## config.mk

```make
export PLATFORM = sky130hd
export DESIGN_NAME = tis_regfront
export DESIGN_NICKNAME = d
export VERILOG_FILES = /design/src/rtl/tis_pkg.sv /design/src/rtl/tis_addr_dec.sv /design/src/rtl/tis_loc_regs.sv /design/src/rtl/tis_side_fx.sv /design/src/rtl/tis_regfront.sv
export SDC_FILE = /design/constraint.sdc
export NUM_CORES = 1
export LEC_CHECK = 0
export ABC_CLOCK_PERIOD_IN_PS = 2550
export BUFFER_PORTS_ARGS = -buffer_cell sky130_fd_sc_hd__buf_2
export CORE_ASPECT_RATIO = 1.25
export CORE_MARGIN = 2
export CORE_UTILIZATION = 30
export DETAILED_ROUTE_END_ITERATION = 10
export PLACE_DENSITY = 0.56
export SLEW_MARGIN = 20
export SYNTH_ARGS = -nofsm -noshare
export SYNTH_HDL_FRONTEND = slang
export SYNTH_SLANG_ARGS = --single-unit
export TNS_END_PERCENT = 50
```

## constraint.sdc

```tcl
create_clock -name clk -period 2.55 [get_ports clk]
set_clock_uncertainty 0.05 [all_clocks]
set_input_delay 0.3825 -clock clk [delete_from_list [all_inputs] [get_ports clk]]
set_output_delay 0.3825 -clock clk [all_outputs]
set_load 0.01 [all_outputs]
```

## src/rtl/tis_pkg.sv

```systemverilog
package tis_pkg;

    typedef enum logic [1:0] {
        VER_NONE = 2'd0,
        VER_12   = 2'd1,
        VER_20   = 2'd2,
        VER_RSVD = 2'd3
    } be_ver_e;

    typedef enum logic [2:0] {
        SEL_NONE,
        SEL_CAP,
        SEL_STS,
        SEL_FIFO,
        SEL_IFID,
        SEL_DIDVID
    } reg_sel_e;

    typedef struct packed {
        logic     hit;
        logic [2:0] loc;
        reg_sel_e sel;
    } dec_t;

    localparam int LOC_LSB = 12;
    localparam int OFF_W   = 12;

    localparam logic [OFF_W-1:0] OFF_CAP    = 12'h014;
    localparam logic [OFF_W-1:0] OFF_STS    = 12'h018;
    localparam logic [OFF_W-1:0] OFF_FIFO   = 12'h024;
    localparam logic [OFF_W-1:0] OFF_IFID   = 12'h030;
    localparam logic [OFF_W-1:0] OFF_DIDVID = 12'hF00;

    localparam int STS_ST_DONE_BIT = 2;
    localparam int STS_FAM_LSB     = 26;
    localparam int STS_CANCEL_BIT  = 24;
    localparam int STS_ESTAB_BIT   = 25;
    localparam int IFID_LOCK_BIT   = 19;

    localparam logic [31:0] STS_KEEP_MASK = 32'h0C00_0004;
    localparam logic [31:0] STS_WR_MASK   = 32'h0000_0062;

    localparam logic [31:0] CAP_INT_LOW   = 32'h1 << 4;
    localparam logic [31:0] CAP_XFER_64   = 32'h3 << 9;
    localparam logic [31:0] CAP_INTS      = 32'h0000_0087;
    localparam logic [31:0] CAP_COMMON    = CAP_INT_LOW | CAP_XFER_64 | CAP_INTS;

    function automatic logic [31:0] cap_word(be_ver_e v);
        case (v)
            VER_12:  return CAP_COMMON | (32'h2 << 28);
            VER_20:  return CAP_COMMON | (32'h3 << 28);
            default: return 32'h0;
        endcase
    endfunction

    function automatic logic [31:0] sts_reset(be_ver_e v);
        case (v)
            VER_20:  return 32'h1 << STS_FAM_LSB;
            default: return 32'h0;
        endcase
    endfunction

    function automatic logic [31:0] ifid_reset(be_ver_e v);
        case (v)
            VER_12:  return 32'hFFFF_FFFF;
            VER_20:  return (32'h1 << 8) | (32'h1 << 13);
            default: return 32'h0;
        endcase
    endfunction

endpackage

```

## src/rtl/tis_addr_dec.sv

```systemverilog
module tis_addr_dec
    import tis_pkg::*;
#(
    parameter int ADDR_W  = 15,
    parameter int NUM_LOC = 5
) (
    input  logic [ADDR_W-1:0] addr_i,
    output dec_t              dec_o
);
    logic [2:0]       loc;
    logic [OFF_W-1:0] off;

    assign loc = addr_i[LOC_LSB +: 3];
    assign off = addr_i[OFF_W-1:0];

    always_comb begin
        dec_o.loc = loc;
        dec_o.hit = (32'(loc) < NUM_LOC);
        case (off)
            OFF_CAP:    dec_o.sel = SEL_CAP;
            OFF_STS:    dec_o.sel = SEL_STS;
            OFF_FIFO:   dec_o.sel = SEL_FIFO;
            OFF_IFID:   dec_o.sel = SEL_IFID;
            OFF_DIDVID: dec_o.sel = SEL_DIDVID;
            default:    dec_o.sel = SEL_NONE;
        endcase
    end
endmodule

```

## src/rtl/tis_loc_regs.sv

```systemverilog
module tis_loc_regs
    import tis_pkg::*;
#(
    parameter int NUM_LOC = 5
) (
    input  logic               clk,
    input  logic               rst,
    input  be_ver_e            ver_i,
    input  logic [NUM_LOC-1:0] wr_sts_i,
    input  logic               lock_set_i,
    input  logic [31:0]        wdata_i,
    input  logic               st_done_i,
    output logic [31:0]        sts_o  [NUM_LOC],
    output logic [31:0]        ifid_o [NUM_LOC]
);
    localparam logic [31:0] ST_DONE = 32'h1 << STS_ST_DONE_BIT;

    for (genvar i = 0; i < NUM_LOC; i++) begin : g_loc
        logic [31:0] sts_q, sts_nxt;
        logic [31:0] ifid_q;

        always_comb begin
            sts_nxt = sts_q;
            if (wr_sts_i[i]) begin
                sts_nxt = (sts_q & STS_KEEP_MASK) | (wdata_i & STS_WR_MASK);
            end
            if (st_done_i) begin
                sts_nxt = sts_nxt | ST_DONE;
            end
        end

        always_ff @(posedge clk) begin
            if (rst) begin
                sts_q  <= sts_reset(ver_i);
                ifid_q <= ifid_reset(ver_i);
            end else begin
                sts_q <= sts_nxt;
                if (lock_set_i) begin
                    ifid_q[IFID_LOCK_BIT] <= 1'b1;
                end
            end
        end

        assign sts_o[i]  = sts_q;
        assign ifid_o[i] = ifid_q;
    end
endmodule

```

## src/rtl/tis_side_fx.sv

```systemverilog
module tis_side_fx
    import tis_pkg::*;
#(
    parameter int NUM_LOC = 5
) (
    input  logic               clk,
    input  logic               rst,
    input  be_ver_e            ver_i,
    input  logic [NUM_LOC-1:0] wr_sts_i,
    input  logic [NUM_LOC-1:0] exec_i,
    input  logic [2:0]         loc_i,
    input  logic               cancel_bit_i,
    input  logic               estab_bit_i,
    output logic               cancel_o,
    output logic               estab_o,
    output logic [2:0]         estab_loc_o
);
    logic v20, do_cancel, do_estab, loc_ok;

    assign v20       = (ver_i == VER_20);
    assign loc_ok    = (loc_i == 3'd3) || (loc_i == 3'd4);
    assign do_cancel = v20 && cancel_bit_i && |(wr_sts_i & exec_i);
    assign do_estab  = v20 && estab_bit_i && |wr_sts_i && loc_ok;

    always_ff @(posedge clk) begin
        if (rst) begin
            cancel_o    <= 1'b0;
            estab_o     <= 1'b0;
            estab_loc_o <= 3'd0;
        end else begin
            cancel_o    <= do_cancel;
            estab_o     <= do_estab;
            estab_loc_o <= do_estab ? loc_i : 3'd0;
        end
    end
endmodule

```

## src/rtl/tis_regfront.sv

```systemverilog
module tis_regfront
    import tis_pkg::*;
#(
    parameter int          ADDR_W    = 15,
    parameter int          NUM_LOC   = 5,
    parameter logic [15:0] DEVICE_ID = 16'h0001,
    parameter logic [15:0] VENDOR_ID = 16'h1014
) (
    input  logic               clk,
    input  logic               rst,
    input  logic [1:0]         be_ver_i,
    input  logic               selftest_done_i,
    input  logic [NUM_LOC-1:0] exec_state_i,
    input  logic               wr_en_i,
    input  logic               rd_en_i,
    input  logic [ADDR_W-1:0]  addr_i,
    input  logic [31:0]        wdata_i,
    output logic               rvalid_o,
    output logic [31:0]        rdata_o,
    output logic               cancel_o,
    output logic               estab_rst_o,
    output logic [2:0]         estab_loc_o
);
    be_ver_e ver_q, ver_eff;
    dec_t    dec;

    logic               wr_sts_any, lock_set;
    logic [NUM_LOC-1:0] wr_sts_vec;
    logic [31:0]        sts  [NUM_LOC];
    logic [31:0]        ifid [NUM_LOC];
    logic [31:0]        rd_word;

    logic [NUM_LOC-1:0]   lock_vec;
    logic [2*NUM_LOC-1:0] fam_vec;

    always_ff @(posedge clk) begin
        if (rst) begin
            ver_q <= be_ver_e'(be_ver_i);
        end
    end

    assign ver_eff = rst ? be_ver_e'(be_ver_i) : ver_q;

    tis_addr_dec #(.ADDR_W(ADDR_W), .NUM_LOC(NUM_LOC)) u_dec (
        .addr_i (addr_i),
        .dec_o  (dec)
    );

    assign wr_sts_any = wr_en_i && dec.hit && (dec.sel == SEL_STS);
    assign lock_set   = wr_en_i && dec.hit && (dec.sel == SEL_IFID) && wdata_i[IFID_LOCK_BIT];

    always_comb begin
        for (int i = 0; i < NUM_LOC; i++) begin
            wr_sts_vec[i] = wr_sts_any && (dec.loc == 3'(i));
        end
    end

    tis_loc_regs #(.NUM_LOC(NUM_LOC)) u_regs (
        .clk        (clk),
        .rst        (rst),
        .ver_i      (ver_eff),
        .wr_sts_i   (wr_sts_vec),
        .lock_set_i (lock_set),
        .wdata_i    (wdata_i),
        .st_done_i  (selftest_done_i),
        .sts_o      (sts),
        .ifid_o     (ifid)
    );

    tis_side_fx #(.NUM_LOC(NUM_LOC)) u_fx (
        .clk          (clk),
        .rst          (rst),
        .ver_i        (ver_q),
        .wr_sts_i     (wr_sts_vec),
        .exec_i       (exec_state_i),
        .loc_i        (dec.loc),
        .cancel_bit_i (wdata_i[STS_CANCEL_BIT]),
        .estab_bit_i  (wdata_i[STS_ESTAB_BIT]),
        .cancel_o     (cancel_o),
        .estab_o      (estab_rst_o),
        .estab_loc_o  (estab_loc_o)
    );

    always_comb begin
        for (int i = 0; i < NUM_LOC; i++) begin
            lock_vec[i]         = ifid[i][IFID_LOCK_BIT];
            fam_vec[2*i +: 2]   = sts[i][STS_FAM_LSB +: 2];
        end
    end

    always_comb begin
        rd_word = 32'h0;
        if (dec.hit) begin
            case (dec.sel)
                SEL_CAP:    rd_word = cap_word(ver_q);
                SEL_STS:    rd_word = sts[dec.loc];
                SEL_IFID:   rd_word = ifid[dec.loc];
                SEL_DIDVID: rd_word = {DEVICE_ID, VENDOR_ID};
                default:    rd_word = 32'h0;
            endcase
        end
    end

    always_ff @(posedge clk) begin
        if (rst) begin
            rvalid_o <= 1'b0;
            rdata_o  <= 32'h0;
        end else begin
            rvalid_o <= rd_en_i;
            if (rd_en_i) begin
                rdata_o <= rd_word;
            end
        end
    end
endmodule

```

* Word-level counts from Yosys, hierarchy flattened
Cells that the tools add are included.
Widths: inputs -> output; s select.
** Word-level totals
- Output and inout port bits :: 38
- Word-level logic and storage cells :: 100
- Input bits :: 59
- Register bits after elaboration :: 232
** Cells by class
- Muxes and demuxes :: 30
- $lt $le $gt $ge :: 2
- Equality and inequality tests :: 17
- Reductions and logical operators :: 25
- Bitwise operators :: 8
** Operators with widths (count)
- $mux 32 :: 15
- $bmux 32 s3 :: 2
- $or 28x7->28 :: 5
- $pmux 32 s4 :: 1
- $pmux 32 s2 :: 1
- $pmux 30 s2 :: 1
- $mux 27 :: 1
- $eq 12x5->1 const B :: 2
- $eq 12x6->1 const B :: 2
- $mux 3 :: 5
- $pmux 3 s5 :: 1
- $reduce_bool 3->1 :: 5
- $logic_and 1x1->1 :: 14
- $eq 12x12->1 const B :: 1
- $reduce_or 5->1 :: 2
- $eq 3x2->1 const B :: 3
- $eq 3x3->1 const B :: 3
- $eq 3x1->1 const B :: 2
- $and 5x5->5 :: 1
- $eq 2x1->1 const B :: 2
- $eq 2x2->1 const B :: 2
- $ge 4x4->1 const B :: 1
- $not 3->4 :: 1
- $logic_not 3->1 :: 1
- other kinds (7) :: 8

* Depth between registers and ports, before layout
Gate-level depths: netlist of run 1.
- Word-level depth :: 10
- Mapped depth :: 7
- Depth with buffers taken out :: 7

* Modules after synthesis
Synthesis of run 1 repeated with hierarchy kept, for this count alone.
** Second synthesis, totals
- Cell total of the unflattened synthesis :: 868
- Area, all modules :: 7788.7 sq um
** By module, submodules not included
- tis_regfront :: times used 1, cells an instance 464, seq. area each 700.7 sq um, area an instance 4159.0 sq um
- tis_loc_regs :: times used 1, cells an instance 368, seq. area each 760.7 sq um, area an instance 3266.9 sq um
- tis_side_fx :: times used 1, cells an instance 18, seq. area each 100.1 sq um, area an instance 215.2 sq um
- tis_addr_dec :: times used 1, cells an instance 18, seq. area each 0.0 sq um, area an instance 147.6 sq um

* Worst setup path after synthesis of run 1
No wires, ideal clock.
- Path kind :: in2reg
- From :: in rst
- To :: reg u_regs.g_loc[0].sts_q[26] (data pin)
- Setup time :: 266 ps
- Required time :: 2234 ps
- Arrival :: 1550 ps
- Path buffers :: 2
- Setup slack :: 684 ps
- Stages :: 6
- Path through :: clkbuf_1 > clkbuf_1 > mux2i_1 > inv_1 > ha_1 > and2_1
** Between the ends
- Word-level cells in the longest chain between the ends :: 4
** RTL lines
- start: declaration :: RTL line tis_regfront.sv:10 : input logic rst,
- $mux 2
- net u_regs.ver_i[1] :: RTL line tis_loc_regs.sv:8 : input be_ver_e ver_i,
- $eq 2x2->1 :: RTL line tis_pkg.sv:57 : case (v)
- $mux 27 :: RTL line tis_pkg.sv:57
- $mux 32 :: RTL line tis_loc_regs.sv:33 : if (rst) begin
- end signal: assignment :: RTL line tis_loc_regs.sv:34 : sts_q <= sts_reset(ver_i);
- end signal: assignment :: RTL line tis_loc_regs.sv:37 : sts_q <= sts_nxt;
- end: declaration :: RTL line tis_loc_regs.sv:19 : logic [31:0] sts_q, sts_nxt;
The timed path passes the listed nets, and every way through them passes these cells.
A chain may end at the register's enable or synchronous reset.

* Worst setup path in the final report of run 1
- From :: in addr_i[8]
- To :: reg u_regs.g_loc[4].sts_q[5], enable pin
** Between the ends
- Word-level cells in the longest chain between the ends :: 7
- Elaborated cells between the ends (all ways) :: 11
- Those cells by class :: 6 x eq/ne; 3 x mux; 2 x reduce/logical
** RTL lines
- start: declaration :: RTL line tis_regfront.sv:16 : input logic [ADDR_W-1:0] addr_i,
- $eq 12x12->1, or another cell as far along :: RTL line tis_addr_dec.sv:19 : case (off)
- $pmux 3 s5 (*) :: RTL line tis_addr_dec.sv:19
- $eq 3x2->1 (*) :: RTL line tis_regfront.sv:49 : assign wr_sts_any = wr_en_i && dec.hit && (dec.sel == SEL_STS);
- $logic_and 1x1->1 (*) :: RTL line tis_regfront.sv:49
- $logic_and 1x1->1 (*) :: RTL line tis_regfront.sv:54 : wr_sts_vec[i] = wr_sts_any && (dec.loc == 3'(i));
- $mux 32 (*) :: RTL line tis_loc_regs.sv:24 : if (wr_sts_i[i]) begin
- $mux 32 (*) :: RTL line tis_loc_regs.sv:33
- end signal: assignment :: RTL line tis_loc_regs.sv:34
- end signal: assignment :: RTL line tis_loc_regs.sv:37
- end: declaration :: RTL line tis_loc_regs.sv:19
Every way passes the cells marked *; elsewhere a longest branch is shown, timed or not. The select of a mux whose other input is x is not followed.

==> flow_metrics.tcl, run 1 <==
set metrics [dict create \
    synthCells 241 \
    ys_seq_area_frac 0.4766 \
    layout_commonest_cell "buf_2" \
    clk_pin_slew_ps 80 \
    dr.pass1.iters 4 \
    cts_tree "done" \
    syn2layout_area_growth_pct 16.82 \
    grt_pass1_vias 1580 \
    wl_per_cell_um 13.21 \
    startpoint "addr_i[8]" \
    drc 0 \
    overflow 0 \
    finalCriticalPeriod_ps 1693 \
    row_count 35 \
    clock_sinks 44 \
    maxSlewViolCount 0 \
    power_mw 1.454 \
    worstSkewPairLatency_ps 300 \
    coreArea_sq_mm 0.007313 \
    grt_first_pass_wirelength_um 7472 \
    cts_setup_buffers 0 \
    routed_via_density 4.572 \
    synthTopCellsByArea "edfxtp_1 (25%), dfxtp_1 (22%), buf_4 (6.7%)" \
    ioPinCount 97 \
    ctsHoldBuffers 0 \
    timing.final.ws_setup_ps 856.8 \
    instances_no_fill 376 \
    seqCellArea_sq_mm 0.001071 \
    place_hpwl_um 3728 \
    multi_input_comb_area_sq_um 923.4 \
    worstHoldStart "wdata_i[24]" \
    irDropWorstVdd_mv 0.2505 \
    slew_headroom 0.6860 \
    hold_depth 2 \
    rsz0062_at_grt "no" \
    vias 1719 \
    synth_ff_type "dfxtp_1" \
    initial_core_util 0.3073 \
    r2r_end "rdata_o[1]" \
    hp-class "input port to flop" \
    postCtsResizedCells 0 \
    synth_warnings 0 \
    syn_nets 303 \
    critPathLaunchType "input port" \
    required_ps 2520 \
    diodes 0 \
    status "finished clean" \
    cts_buffers 5 \
    maxCapViolCount 0 \
    yosysTopAreaCellShare 0.2539 \
    use_met3 0.02330 \
    root_buffer "clkbuf_8" \
    combPwrFrac 0.091 \
    antenna_found_initial 0 \
    syn_area_sq_mm 0.002247 \
    hold-worst-slack_ps 256.6 \
    intPower_mw 1.130 \
    avgSynthCellArea_sq_um 9.324 \
    busiest_layer "met2" \
    clkPwrFrac 0.382 \
    synthArstFlopShare 0 \
    grt.total_usage 0.1191 \
    port_buffers 70 \
    post-route-util 0.3589 \
    die_h_um 100.8 \
    stdcell_area_sq_mm 0.002625 \
    met1_usage 0.1438 \
    dieArea_sq_mm 0.008203 \
    detail-route-antenna-nets 0 \
    grt_use_met2 0.2030 \
    p_switching_mw 0.3245 \
    crit_chain "buf_2 -> nor4_4 -> nand3_2 -> or3_1 -> nand2_1" \
    placedCellCount 368 \
    drive_gt1_frac 0.3063 \
    final_cell_mix "buf_2 (70), nor2_1 (26), dfxtp_1 (25)" \
    ys_types 44 \
    finalHoldViolCount 0 \
    grt_max_degree 19 \
    fin_setup_tns_ps 0 \
    arrival_ps 1660 \
    power_per_cell_area_mw_per_mm2 553.9 \
    fmax_mhz 590.6 \
    rrSetupSlack_ps 1000 \
    htreeDepth 2 \
    die_w_um 81.41 \
    wirelength_um 4967 \
    swShare 0.2232 \
    gp_congestion 0.8001 \
    synth_area_leader_cell "edfxtp_1" \
    critical_path.max_stage_delay_ps 480 \
    synth_edf_count 19 \
    first_iter_violations 54 \
    finalSetupViolCount 0 \
    placed_area_sq_mm 0.002509 \
    place_ws_ps 509.9 \
    power_leakage_nw 1.150 \
    ys_ff_latch 44 \
    min_to "u_fx.cancel_o" \
    p_seq_frac 0.527 \
    clockBufferDepth 2 \
    cp_slowest_cell "or3_1" \
    worst_pin_slew_ps 466.7 \
    worstRegToRegCells 5 \
    worstSetupEndpointType "flop" \
    rr_startpoint "ver_q[0]" \
    min_period_over_period 0.6640 \
    worst-setup-path-type "input port to flop" \
    num-fill-cells 751 \
    cp_max_fo 7 \
    final_nets 345 \
]
==> registers in the layout (all words and copies together) (netlist names) <==
register,cells
u_regs.g_loc.sts_q,21
rdata_o,12
u_fx.cancel_o,1
u_fx.estab_loc_o,3
u_regs.g_loc.ifid_q,3
u_fx.estab_o,1
ver_q,2
rvalid_o,1
==> power groups by stage <==
stage | sequential (mW) | combinational (mW) | clock [mW]
after global placement | 0.783 | 0.132 | 0
after floorplan | 0.781 | 0.0800 | 0
after global routing | 0.768 | 0.147 | 0.605
after detailed placement | 0.783 | 0.133 | 0
final | 0.766 | 0.133 | 0.555
after CTS | 0.767 | 0.134 | 0.566
==> how the worst max path moves through the flow <==
stage,to,slack [ps],depth (start not counted)
after floorplan,u_regs.g_loc[0].sts_q[26],680,6
after global placement,u_regs.g_loc[4].sts_q[5],540,5
after detailed placement,u_regs.g_loc[4].sts_q[6],510,5
after CTS,u_regs.g_loc[4].sts_q[5],840,5
after global routing,rdata_o[29],750,6
final,u_regs.g_loc[4].sts_q[5],860,5
==> routing by layer <==
| metal | vias up | wire (um) |
|---|---|---|
| met2 | 42 | 2358 |
| met3 | 7 | 271 |
| met5 | - | 0 |
| met1 | 778 | 2251 |
| li1 | 892 | - |
| met4 | 0 | 85 |
==> critical path, delay by kind of cell <==
kind,cells,cell delay (ps)
AND/OR/NAND/NOR,4,1160
buffers and inverters,1,120
==> synthesized netlist by cell type (8+ instances only) <==
cell / instances
mux2i_1: 10
a21oi_1: 14
edfxtp_1: 19
nor2b_1: 8
buf_4: 20
inv_1: 9
nand3_1: 8
clkbuf_1: 11
nor2_1: 26
nand2_1: 21
nand2b_1: 8
dfxtp_1: 25
==> cells by family (layout without fill, tap and decap cells) <==
logic type	Yosys count	count (layout)	synth area share
AOI/OAI and AO/OA	34	34	0.08853
xor gates and xnor gates	1	1	0.003898
adders and majority gates	3	3	0.01671
buffers and inverters	46	89	0.1125
DFF	44	44	0.4766
muxes	13	13	0.06459
and+or+nand+nor	100	100	0.2372
==> cell type report <==
class | instances | area share
Clock buffer | 6 | 0.03146
Clock inverter | 2 | 0.01287
Inverter | 9 | 0.01287
Multi-Input combinational cell | 151 | 0.3518
Sequential cell | 44 | 0.4080
Tap cell | 92 | 0.04385
Timing Repair Buffer | 72 | 0.1392
Power figures use the tool's default switching activity.
==> run 2, diff against run 1 <==
--- a/config.mk
+++ b/config.mk
@@ -5,13 +5,13 @@
 export SDC_FILE = /design/constraint.sdc
 export NUM_CORES = 1
 export LEC_CHECK = 0
-export ABC_CLOCK_PERIOD_IN_PS = 2550
+export ABC_CLOCK_PERIOD_IN_PS = 1400
 export BUFFER_PORTS_ARGS = -buffer_cell sky130_fd_sc_hd__buf_2
 export CORE_ASPECT_RATIO = 1.25
 export CORE_MARGIN = 2
 export CORE_UTILIZATION = 30
 export DETAILED_ROUTE_END_ITERATION = 10
-export PLACE_DENSITY = 0.56
+export PLACE_DENSITY = 0.58
 export SLEW_MARGIN = 20
 export SYNTH_ARGS = -nofsm -noshare
 export SYNTH_HDL_FRONTEND = slang
==> constraint.sdc (replaced) <==
create_clock -name clk -period 1.4 [get_ports clk]
set_clock_uncertainty 0.05 [all_clocks]
set_input_delay 0.21 -clock clk [delete_from_list [all_inputs] [get_ports clk]]
set_output_delay 0.21 -clock clk [all_outputs]
set_load 0.01 [all_outputs]
==> run 2 against run 1 <==
The run now ends with negative setup slack left; register-to-register slack lost 950 ps; sequential share of layout area fell by 5.1 points; clock power is 82% higher; worst hold slack lost 160 ps; die area unchanged.
==> flow_metrics.tcl, run 2 (synthesized netlist as in run 1, its figures left out) <==
set metrics [dict create \
    antenna_found_initial 0 \
    grt.total_usage 0.1265 \
    power_per_cell_area_mw_per_mm2 911.8 \
    overflow 0 \
    finalHoldViolCount 0 \
    irDropWorstVdd_mv 0.3449 \
    ctsHoldBuffers 0 \
    root_buffer "clkbuf_8" \
    finalCriticalPeriod_ps 1403 \
    met3WireLength_um 282 \
    critPathLaunchType "input port" \
    cts_tree "done" \
    gp_congestion 0.8336 \
    power_leakage_nw 1.315 \
    ioPinCount 97 \
    cp_slowest_cell "or3_4" \
    grt_pass1_vias 1765 \
    finalSetupViolCount 2 \
    met2_length_um 2645 \
    drive_gt1_frac 0.4652 \
    crit_chain "buf_8 -> nor4_4 -> nand3_4 -> or3_4 -> nand2_4" \
    regMostFlops "u_regs.g_loc.sts_q" \
    final_cell_mix "buf_2 (68), buf_4 (33), dfxtp_1 (24)" \
    timing.final.ws_setup_ps -3.049 \
    dieArea_sq_mm 0.008203 \
    maxCapViolCount 0 \
    clock_sinks 44 \
    arrival_ps 1380 \
    fmax_mhz 712.7 \
    routed_via_density 4.618 \
    grt_max_degree 17 \
    fin_setup_tns_ps -5.935 \
    clk_pin_slew_ps 80 \
    min_period_over_period 1.002 \
    coreArea_sq_mm 0.007313 \
    top_regs "u_regs.g_loc.sts_q (21), rdata_o (12)" \
    largest_reg_flops 21 \
    post-route-util 0.4106 \
    critical_path.max_stage_delay_ps 420 \
    cp_max_fo 7 \
    die_h_um 100.8 \
    highest_layer "met4" \
    clockBufferDepth 2 \
    num-fill-cells 730 \
    dr.pass1.iters 5 \
    detail-route-antenna-nets 0 \
    violations "negative setup slack" \
    place_hpwl_um 3954 \
    worstSkewPairLatency_ps 300 \
    m1WireLength_um 2219 \
    status "complete, but fails checks" \
    initial_core_util 0.3073 \
    hp-class "input port to flop" \
    first_iter_violations 75 \
    layout_commonest_cell "buf_2" \
    wirelength_um 5247 \
    maxSlewViolCount 0 \
    vias 1884 \
    final_nets 377 \
    drc 0 \
    slew_headroom 0.7563 \
    grt_first_pass_wirelength_um 7948 \
    port_buffers 70 \
    row_count 35 \
    worst_pin_slew_ps 362.8 \
    htreeDepth 2 \
    die_w_um 81.41 \
    wl_per_cell_um 12.86 \
    worst-setup-path-type "input port to flop" \
    syn2layout_area_growth_pct 33.63 \
    worstSetupEndpointType "flop" \
    required_ps 1380 \
    diodes 0 \
    cts_buffers 5 \
    rsz0062_at_grt "yes" \
]
-- run 2: cell count changes in the layout (fill, tap and decap cells not counted), moves of 3 or more --
cell,before,now
buf_4,2,33
nor2_2,0,6
nand2_1,21,18
nor2_1,26,20
o21ai_0,7,4
-- run 2: power by group --
| part | internal [mW] | switching [mW] | leakage, nW |
|---|---|---|---|
| Sequential | 1.38 | 0.0153 | 0.388 |
| Clock | 0.575 | 0.439 | 0.0588 |
| Combinational | 0.159 | 0.167 | 0.867 |
-- run 2: final timing paths --
check / startpoint / endpoint / slack, ps / depth (start not counted)
worst max-delay path: addr_i[8] / u_regs.g_loc[4].sts_q[5] / -3 / 5
worst min register to register: u_regs.g_loc[0].sts_q[1] / u_regs.g_loc[0].sts_q[1] / 410 / 2
worst min-delay path: wdata_i[24] / u_fx.cancel_o / 100 / 2
worst max register to register: u_regs.g_loc[3].sts_q[6] / rdata_o[6] / 50 / 4
-- run 2: repair_timing --
item | in CTS | in global routing
setup endpoints to repair | 15 | 35
pin swaps | 2 | 13
gates cloned | 0 | 0
setup buffers | 0 | 2
gates resized for setup | 4 | 32
-- run 2: stage by stage --
step / cells / power, mW / setup slack [ps] / hold WS [ps] / instance area, sq um
floorplan: 241 / 1.582 / -141.5 / 272.5 / 2308
CTS: 406 / 2.741 / -34.57 / 88.35 / 2885
finish: 408 / 2.738 / -3.049 / 101.1 / 3003
detailed placement: 398 / 1.727 / -428.2 / 396.0 / 2753
global placement: 398 / 1.724 / -384.4 / 391.0 / 2753
global route: 408 / 2.833 / -65.00 / 117.4 / 3003
-- run 2: metal layers --
layer | vias up | global-route usage
met3 | 9 | 0.01971
met5 | - | 0
li1 | 956 | -
met2 | 59 | 0.2257
met1 | 860 | 0.1448
met4 | 0 | 0.05867
-- run 2: cell type report --
cell class / count / area (sq um) / share of cell area
sequential: 44 / 1072 / 0.3571
inverter: 9 / 33.78 / 0.01125
clock buffer: 6 / 82.58 / 0.02750
clock inverter: 2 / 33.78 / 0.01125
tap: 92 / 115.1 / 0.03833
timing repair buffer: 104 / 625.6 / 0.2083
multi-input combinational: 151 / 1040 / 0.3463
-- run 2: critical path, delay by kind of cell --
family	cells	cell delay, ps
buffers and inverters	1	100
AND/OR/NAND/NOR	4	1070
